## src/rtl/uart_err_rx_pkg.sv

```systemverilog
package uart_err_rx_pkg;
  localparam int BYTE_W = 8;

  typedef struct packed {
    logic              fe;
    logic              pe;
    logic [BYTE_W-1:0] data;
  } rx_entry_t;

  typedef enum logic [2:0] {
    S_IDLE,
    S_START,
    S_DATA,
    S_PAR,
    S_STOP
  } rx_state_e;
endpackage

```

## src/rtl/uart_err_rx_sync.sv

```systemverilog
module uart_err_rx_sync #(
  parameter int STAGES = 2
) (
  input  logic clk,
  input  logic rst_n,
  input  logic d_in,
  output logic d_out
);
  logic [STAGES-1:0] chain;

  always_ff @(posedge clk or negedge rst_n) begin
    if (!rst_n) chain <= '1;
    else        chain <= {chain[STAGES-2:0], d_in};
  end

  assign d_out = chain[STAGES-1];
endmodule

```

## src/rtl/uart_err_rx_frame.sv

```systemverilog
module uart_err_rx_frame
  import uart_err_rx_pkg::*;
#(
  parameter int OVS = 16
) (
  input  logic      clk,
  input  logic      rst_n,
  input  logic      tick,
  input  logic      line,
  input  logic      len8,
  input  logic      par_en,
  input  logic      par_odd,
  input  logic      stop2,
  output logic      done,
  output rx_entry_t frame
);
  localparam int CW = $clog2(OVS);
  localparam int IW = $clog2(BYTE_W);
  localparam logic [CW-1:0] CNT_FULL = CW'(OVS - 1);
  localparam logic [CW-1:0] CNT_HALF = CW'(OVS / 2 - 1);
  localparam logic [IW-1:0] LAST_8 = IW'(BYTE_W - 1);
  localparam logic [IW-1:0] LAST_7 = IW'(BYTE_W - 2);

  rx_state_e         st;
  logic [CW-1:0]     cnt;
  logic [IW-1:0]     idx;
  logic [BYTE_W-1:0] shreg;
  logic              par_bit;
  logic              stop_bad;
  logic              second_stop;
  logic [IW-1:0]     last_idx;

  assign last_idx = len8 ? LAST_8 : LAST_7;

  always_ff @(posedge clk or negedge rst_n) begin
    if (!rst_n) begin
      st          <= S_IDLE;
      cnt         <= '0;
      idx         <= '0;
      shreg       <= '0;
      par_bit     <= 1'b0;
      stop_bad    <= 1'b0;
      second_stop <= 1'b0;
      done        <= 1'b0;
    end else begin
      done <= 1'b0;
      if (tick) begin
        unique case (st)
          S_IDLE: begin
            if (!line) begin
              st  <= S_START;
              cnt <= '0;
            end
          end
          S_START: begin
            if (cnt == CNT_HALF) begin
              cnt <= '0;
              if (!line) begin
                st          <= S_DATA;
                shreg       <= '0;
                idx         <= '0;
                stop_bad    <= 1'b0;
                second_stop <= 1'b0;
                par_bit     <= 1'b0;
              end else begin
                st <= S_IDLE;
              end
            end else begin
              cnt <= cnt + 1'b1;
            end
          end
          S_DATA: begin
            if (cnt == CNT_FULL) begin
              cnt        <= '0;
              shreg[idx] <= line;
              idx        <= idx + 1'b1;
              if (idx == last_idx) st <= par_en ? S_PAR : S_STOP;
            end else begin
              cnt <= cnt + 1'b1;
            end
          end
          S_PAR: begin
            if (cnt == CNT_FULL) begin
              cnt     <= '0;
              par_bit <= line;
              st      <= S_STOP;
            end else begin
              cnt <= cnt + 1'b1;
            end
          end
          S_STOP: begin
            if (cnt == CNT_FULL) begin
              cnt      <= '0;
              stop_bad <= stop_bad | ~line;
              if (stop2 && !second_stop) begin
                second_stop <= 1'b1;
              end else begin
                done <= 1'b1;
                st   <= S_IDLE;
              end
            end else begin
              cnt <= cnt + 1'b1;
            end
          end
          default: st <= S_IDLE;
        endcase
      end
    end
  end

  assign frame.data = shreg;
  assign frame.fe   = stop_bad;
  assign frame.pe   = par_en & ((^shreg ^ par_bit) != par_odd);
endmodule

```

## src/rtl/uart_err_rx_buf.sv

```systemverilog
module uart_err_rx_buf
  import uart_err_rx_pkg::*;
(
  input  logic      clk,
  input  logic      rst_n,
  input  logic      push,
  input  rx_entry_t wr,
  input  logic      pop,
  output rx_entry_t head,
  output logic      not_empty,
  output logic      full,
  output logic      head_load,
  output rx_entry_t head_next
);
  rx_entry_t   slot0, slot1;
  logic [1:0]  count;
  logic        do_pop, do_push;

  assign not_empty = (count != 2'd0);
  assign full      = (count == 2'd2);
  assign do_pop    = pop & not_empty;
  assign do_push   = push & (!full | do_pop);
  assign head      = slot0;

  always_comb begin
    head_load = 1'b0;
    head_next = slot0;
    if (do_pop) begin
      if (count == 2'd2) begin
        head_load = 1'b1;
        head_next = slot1;
      end else if (do_push) begin
        head_load = 1'b1;
        head_next = wr;
      end
    end else if (do_push && count == 2'd0) begin
      head_load = 1'b1;
      head_next = wr;
    end
  end

  always_ff @(posedge clk or negedge rst_n) begin
    if (!rst_n) begin
      slot0 <= '0;
      slot1 <= '0;
      count <= '0;
    end else begin
      if (head_load) slot0 <= head_next;
      if (do_push && ((count == 2'd1 && !do_pop) || (count == 2'd2 && do_pop)))
        slot1 <= wr;
      count <= count + {1'b0, do_push} - {1'b0, do_pop};
    end
  end
endmodule

```

## src/rtl/uart_err_rx_flags.sv

```systemverilog
module uart_err_rx_flags #(
  parameter int NFLAG = 3
) (
  input  logic             clk,
  input  logic             rst_n,
  input  logic [NFLAG-1:0] set,
  input  logic [NFLAG-1:0] clr,
  input  logic [NFLAG-1:0] en,
  output logic [NFLAG-1:0] flag,
  output logic             irq
);
  for (genvar i = 0; i < NFLAG; i++) begin : g_flag
    always_ff @(posedge clk or negedge rst_n) begin
      if (!rst_n)      flag[i] <= 1'b0;
      else if (set[i]) flag[i] <= 1'b1;
      else if (clr[i]) flag[i] <= 1'b0;
    end
  end

  assign irq = |(flag & en);
endmodule

```

## src/rtl/uart_err_rx.sv

```systemverilog
module uart_err_rx
  import uart_err_rx_pkg::*;
#(
  parameter int OVS       = 16,
  parameter int SYNC_LEN  = 2
) (
  input  logic       clk,
  input  logic       rst_n,
  input  logic       os_tick,
  input  logic       rxd,
  input  logic       cfg_len8,
  input  logic       cfg_par_en,
  input  logic       cfg_par_odd,
  input  logic       cfg_stop2,
  output logic [7:0] rx_data,
  output logic       rx_valid,
  input  logic       rx_ready,
  output logic       fe_flag,
  output logic       pe_flag,
  output logic       oe_flag,
  input  logic       clr_fe,
  input  logic       clr_pe,
  input  logic       clr_oe,
  input  logic       ie_fe,
  input  logic       ie_pe,
  input  logic       ie_oe,
  output logic       irq
);
  logic      line_s;
  logic      fr_done;
  rx_entry_t fr_entry;
  rx_entry_t head, head_next;
  logic      full, head_load, take, overrun;
  logic [2:0] flag_set, flag_q;

  uart_err_rx_sync #(.STAGES(SYNC_LEN)) u_sync (
    .clk(clk), .rst_n(rst_n), .d_in(rxd), .d_out(line_s)
  );

  uart_err_rx_frame #(.OVS(OVS)) u_frame (
    .clk(clk), .rst_n(rst_n), .tick(os_tick), .line(line_s),
    .len8(cfg_len8), .par_en(cfg_par_en), .par_odd(cfg_par_odd),
    .stop2(cfg_stop2), .done(fr_done), .frame(fr_entry)
  );

  assign take = rx_valid & rx_ready;

  uart_err_rx_buf u_buf (
    .clk(clk), .rst_n(rst_n), .push(fr_done), .wr(fr_entry), .pop(take),
    .head(head), .not_empty(rx_valid), .full(full),
    .head_load(head_load), .head_next(head_next)
  );

  assign overrun  = fr_done & full & ~take;
  assign flag_set = {overrun, head_load & head_next.pe, head_load & head_next.fe};

  uart_err_rx_flags #(.NFLAG(3)) u_flags (
    .clk(clk), .rst_n(rst_n), .set(flag_set),
    .clr({clr_oe, clr_pe, clr_fe}), .en({ie_oe, ie_pe, ie_fe}),
    .flag(flag_q), .irq(irq)
  );

  assign rx_data = head.data;
  assign fe_flag = flag_q[0];
  assign pe_flag = flag_q[1];
  assign oe_flag = flag_q[2];
endmodule

```

## config.mk

```make
export PLATFORM = sky130hd
export DESIGN_NAME = uart_err_rx
export DESIGN_NICKNAME = d
export VERILOG_FILES = /design/src/rtl/uart_err_rx_pkg.sv /design/src/rtl/uart_err_rx_sync.sv /design/src/rtl/uart_err_rx_frame.sv /design/src/rtl/uart_err_rx_buf.sv /design/src/rtl/uart_err_rx_flags.sv /design/src/rtl/uart_err_rx.sv
export SDC_FILE = /design/constraint.sdc
export NUM_CORES = 1
export LEC_CHECK = 0
export BUFFER_PORTS_ARGS = -buffer_cell sky130_fd_sc_hd__buf_4
export CORE_MARGIN = 10
export CORE_UTILIZATION = 55
export CTS_CLUSTER_SIZE = 40
export DETAILED_ROUTE_END_ITERATION = 6
export GPL_TIMING_DRIVEN = 0
export PLACE_DENSITY_LB_ADDON = 0.2
export SLEW_MARGIN = 10
export SYNTH_ARGS = -nofsm -noshare
export SYNTH_HDL_FRONTEND = slang
export SYNTH_SLANG_ARGS = --single-unit
```

## constraint.sdc

```tcl
create_clock -name clk -period 2.5 [get_ports clk]
set_clock_uncertainty 0.1 [all_clocks]
set_input_delay 0.75 -clock clk [delete_from_list [all_inputs] [get_ports clk]]
set_output_delay 0.75 -clock clk [all_outputs]
set_load 0.02 [all_outputs]
```

==> results of run 1 <==
[logic make-up (layout without fill, tap and decap cells)]
| group | Yosys count | in the layout | synth area share, % |
|---|---|---|---|
| AND/OR/NAND/NOR | 67 | 67 | 14.9 |
| buffers and inverters | 48 | 82 | 8.38 |
| adder cells (fa/ha/maj) | 4 | 4 | 1.89 |
| XOR/XNOR | 12 | 12 | 4.50 |
| multiplexers | 14 | 14 | 5.92 |
| AO/OA/AOI/OAI | 69 | 69 | 18.9 |
| flip-flops | 48 | 48 | 45.5 |
[final cells by class]
type	instances	area [µm²]
Tap cell	54	67.6
Clock inverter	3	47.5
Sequential cell	48	1200
Fill cell	389	1670
Inverter	23	86.3
Clock buffer	5	68.8
Multi-Input combinational cell	166	1220
Buffer	25	135
Timing Repair Buffer	26	195
[through the flow]
stage               setup slack [ns]  instance area, µm²  hold slack [ns]  utilization [%]
detailed placement             0.194                2910            0.249             61.9
CTS                            0.266                3020            0.262             64.4
global route                   0.145                3020            0.263             64.4
global placement               0.202                2910            0.248             61.9
finish                         0.276                3020            0.260             64.4
floorplan                      0.413                2640            0.245                -
[sequential cells by signal (all words and copies together), names as in the netlist]
signal,count
u_frame.idx,3
u_sync.chain,2
u_buf.slot1,10
u_frame.cnt,4
u_frame.stop_bad,1
u_frame.second_stop,1
u_frame.st,3
u_buf.count,2
u_flags.flag,3
u_buf.head,9
u_frame.done,1
u_frame.shreg,8
u_frame.par_bit,1
[power by group through the flow]
stage	registers (µW)	logic [µW]	clock network (µW)
after floorplan	1060	953	0
after global placement	1090	1180	0
after detailed placement	1110	1210	0
after CTS	1090	1210	583
after global routing	1120	1350	613
final	1090	1210	560
[cells in the mapped netlist (all sizes together) (6+ instances only)]
library cell  count
a21oi            10
dfrtp            46
inv              23
nor2b             6
buf              12
clkbuf           13
o21ai            17
xnor2            10
a222oi            9
nor2             10
o31ai            10
nand2            15
nand3             7
mux2             13
[final timing paths]
| check | startpoint | end | slack, ns | depth (start not counted) |
|---|---|---|---|---|
| max | ie_fe | irq | 0.28 | 4 |
| min | u_sync.chain[0] | u_sync.chain[1] | 0.26 | 0 |
| max reg2reg | u_frame.cnt[0] | u_frame.st[1] | 0.35 | 5 |
| min reg2reg | u_sync.chain[0] | u_sync.chain[1] | 0.26 | 0 |
| max in group asynchronous | rst_n | u_buf.head[0] | 1.56 | 1 |
| min in group asynchronous | rst_n | u_frame.cnt[0] | 0.35 | 1 |
[critical path, stage by stage]
cell      delay (ns)
buf_4           0.11
a222oi_1        0.29
inv_1           0.07
buf_4           0.16
[per-layer routing]
| metal | vias up | share of wire, % | global-route usage [%] |
|---|---|---|---|
| met4 | 0 | 0.93 | 3.90 |
| met1 | 952 | 45 | 17.0 |
| met2 | 53 | 47 | 21.9 |
| met5 | - | 0 | 0 |
| met3 | 4 | 7.3 | 3.74 |
| li1 | 1011 | - | - |
==> impl_metrics.toml, run 1 <==
[die]
die_w_um = 89.3
num_rows = 25
initial_core_util_pct = 56.3
core-area_um2 = 4690
die_h_um = 89.3
dieArea_um2 = 7980
ioPinCount = 28

[yosys]
ys_warn_count = 0
ys_top_cells_by_area = "dfrtp_1, mux2_2, a222oi_1"
syn_area_um2 = 2640
yosysTopAreaCellShare_pct = 43.5
ys_ff_latch = 48
synth_largest_area_cell = "dfrtp_1"
synth_nets = 281
ys.flop_type = "dfrtp_1"
async_flop_share_pct = 100
syn_inst = 262
synth_edf_count = 0
yosys.cell_types.count = 60
avgSynthCellArea_um2 = 10.1
synth-seq-area-share_pct = 45.5

[timing]
timing.fmax_ghz = 0.450
worst_pin_slew_ns = 0.583
post-route-period-util_pct = 89.0
rsz0062_at_grt = "false"
slew_headroom_pct = 61.1
hold_viol_final = 0
setup_viol_count_final = 0
period_minus_slack_ns = 2.22
final_max_slew_viol_count = 0
setup_tns_ns = 0

[detailed_routing]
dr.pass1.iters = 4
ant_nets = 0
wirelength_um = 5160
drtIter0Drc = 89
wl_per_cell_um = 14.7
drc_errors = 0
num_vias = 2020
viasPerCell = 5.77

[cts]
cts_tree = "yes"
clk_transition_reported_paths_ns = 0.09
ctsResizeCount = 0
cts_hold_buf = 0
clkSinkCount = 48
clockBufferDepth = 2
htree_levels = 2
clock_latency_ns = 0.30
cts-root-buf = "clkbuf_8"
postCtsSetupRepairBufs = 0
cts_inserted_buffers = 5

[power_and_ir_drop]
vdd_drop_max_mv = 0.568
swShare_pct = 38.5
switchingPower_uw = 1100
clkPwrFrac_pct = 19.6
leakagePower_uw = 0.00142
comb_power_share_pct = 42.2
powerDensity_nw_per_um2 = 945
cellInternalPower_uw = 1760
pwr-share-seq_pct = 38.2
design_power_total_uw = 2860

[outcome]
run_status = "finished clean"

[placed_design]
io_buffers = 26
routabilityCongestion = 0.864
hpwl_um = 3870
dp.cells = 342

[min_path]
hold_class = "reg -> reg"

[setup_path]
worstPathRequired_ns = 1.65
critPathKind = "in -> out"
endpoint_kind = "output port"
crit_arrival_ns = 1.37
cp-start-kind = "input port"
crit_fanout = 1

[final_layout]
drive_gt1_share_pct = 24.0
layout_common_cells = "dfrtp_1, buf_4, inv_1, o21ai_0, nand2_1"
final_common_cell = "dfrtp_1"
nNetsFinal = 314
diodes = 0
area_growth_pct = 14.3
final_cells = 350

[global_routing]
antenna_found_initial = 0
grt_pass1_wl_um = 8610
grt_use_total_pct = 13.5
grt_overflow = 0
first_global_vias = 1858
grt_max_degree = 49

[run]
max_cap_violations = 0
Power figures use the tool's default switching activity.
==> run 2, diff against run 1 <==
- CORE_UTILIZATION: 55 -> 53
==> run 2 against run 1 <==
Final area decreased by 0.25%. Power down 4.0%. Clock power is 18% lower. Non-clock buffer count stayed put. Hold slack gained 0.0011 ns. Core utilization is 1.4 points lower. First-iteration DRC count fell by 7.9%. Global-route usage shrank 0.56 points. Sequential power barely moved. Critical endpoint unchanged. Highest routed layer unchanged.
==> impl_metrics.toml, run 2 (synthesized netlist as in run 1, its figures left out) <==
[timing]
slew_headroom_pct = 60.9
final_max_slew_viol_count = 0
rsz0062_at_grt = "false"
period_minus_slack_ns = 2.27
timing.fmax_ghz = 0.440
setup_tns_ns = 0
setup_viol_count_final = 0
hold_viol_final = 0
worst_pin_slew_ns = 0.586
post-route-period-util_pct = 90.9

[power_and_ir_drop]
switchingPower_uw = 1090
comb_power_share_pct = 43.7
clkPwrFrac_pct = 16.8
cellInternalPower_uw = 1650
swShare_pct = 39.7
vdd_drop_max_mv = 0.483
powerDensity_nw_per_um2 = 909
design_power_total_uw = 2740
pwr-share-seq_pct = 39.5
leakagePower_uw = 0.00140

[global_routing]
grt_use_total_pct = 12.9
grt_overflow = 0
antenna_found_initial = 0
grt_pass1_wl_um = 9110
grt_max_degree = 49
first_global_vias = 2001

[setup_path]
rrSetupSlack_ns = 0.33
crit_arrival_ns = 1.42
critPathKind = "in -> out"
endpoint_kind = "output port"
cp-start-kind = "input port"
reg2reg_depth = 5
worstPathRequired_ns = 1.65
crit_fanout = 1

[final_layout]
nNetsFinal = 314
drive_gt1_share_pct = 24.0
fillCellCount = 400
top_register = "u_buf.slot1"
final_common_cell = "dfrtp_1"
diodes = 0
layout_common_cells = "dfrtp_1, buf_4, inv_1, o21ai_0, nand2_1"
multi_input_area_um2 = 1220
regArea_um2 = 1200
largest_reg_flops = 10
area_growth_pct = 14.1

[die]
initial_core_util_pct = 55.2
ioPinCount = 28
die_h_um = 90.6
die_w_um = 90.6
num_rows = 25
dieArea_um2 = 8210
core-area_um2 = 4790

[placed_design]
hpwl_um = 3750
routabilityCongestion = 0.868
io_buffers = 26

[run]
max_cap_violations = 0

[cts]
clk_transition_reported_paths_ns = 0.09
ctsResizeCount = 0
clock_latency_ns = 0.30
htree_levels = 2
cts-root-buf = "clkbuf_8"
cts_tree = "yes"
cts_hold_buf = 0
clockBufferDepth = 2
postCtsSetupRepairBufs = 0
cts_inserted_buffers = 5
clkSinkCount = 48

[detailed_routing]
drc_errors = 0
dr.pass1.iters = 5
viasPerCell = 5.52
wl_per_cell_um = 14.3
drtIter0Drc = 82
wirelength_um = 5180
num_vias = 2002
ant_nets = 0

[outcome]
run_status = "finished clean"

[min_path]
hold_depth = 0
hold_class = "reg -> reg"
## run 2: cell count changes in the layout (fill, tap and decap cells not counted)
cell        before  now
clkinv_4         2    1
clkinvlp_4       0    2
bufinv_16        1    0
## run 2: final timing paths
| check | startpoint | endpoint |
|---|---|---|
| max in group asynchronous | rst_n | u_frame.st[1] |
| min in group asynchronous | rst_n | u_buf.slot1[7] |
| worst max-delay path | ie_fe | irq |
| worst min register to register | u_sync.chain[0] | u_sync.chain[1] |
| worst max register to register | u_frame.cnt[0] | u_frame.st[1] |
| worst min-delay path | u_sync.chain[0] | u_sync.chain[1] |
## run 2: metrics by stage
step                      hold WS (ns)  area (µm²)  util [%]  instances  setup slack (ns)
after floorplan                  0.245        2640         -        262             0.413
after global placement           0.247        2920      61.1        355             0.214
after detailed placement         0.249        2920      61.1        355             0.180
after CTS                        0.263        3020      63.0        363             0.211
after global routing             0.269        3020      63.0        363             0.180
final                            0.261        3020      63.0        363             0.229
## run 2: power by group through the flow
stage | Combinational, µW | Sequential [µW] | Clock [µW]
after floorplan | 953 | 1060 | 0
after global placement | 1190 | 1090 | 0
after detailed placement | 1200 | 1100 | 0
after CTS | 1210 | 1080 | 486
after global routing | 1360 | 1110 | 513
final | 1200 | 1080 | 460
## run 2: area by class of cell
type,instances,area share [%]
well taps,67,2.78
clock buffers,5,2.28
repair buffers,26,6.47
plain buffers,25,4.48
inverters,23,2.86
flip-flops and latches,48,39.9
multi-input cells,166,40.4
clock inverters,3,0.788
## run 2: routing by layer
layer | wire, µm | share of wire (%) | up-vias | global-route usage (%)
met1 | 2520 | 49 | 954 | 16.0
met3 | 242 | 4.7 | 7 | 3.49
li1 | - | - | 1012 | -
met5 | 0 | 0 | - | 0
met2 | 2350 | 45 | 29 | 20.7
met4 | 76 | 1.5 | 0 | 5.17
## run 2: critical path, stage by stage
cell,delay (ns)
buf_4,0.11
a222oi_1,0.32
inv_1,0.08
buf_4,0.16
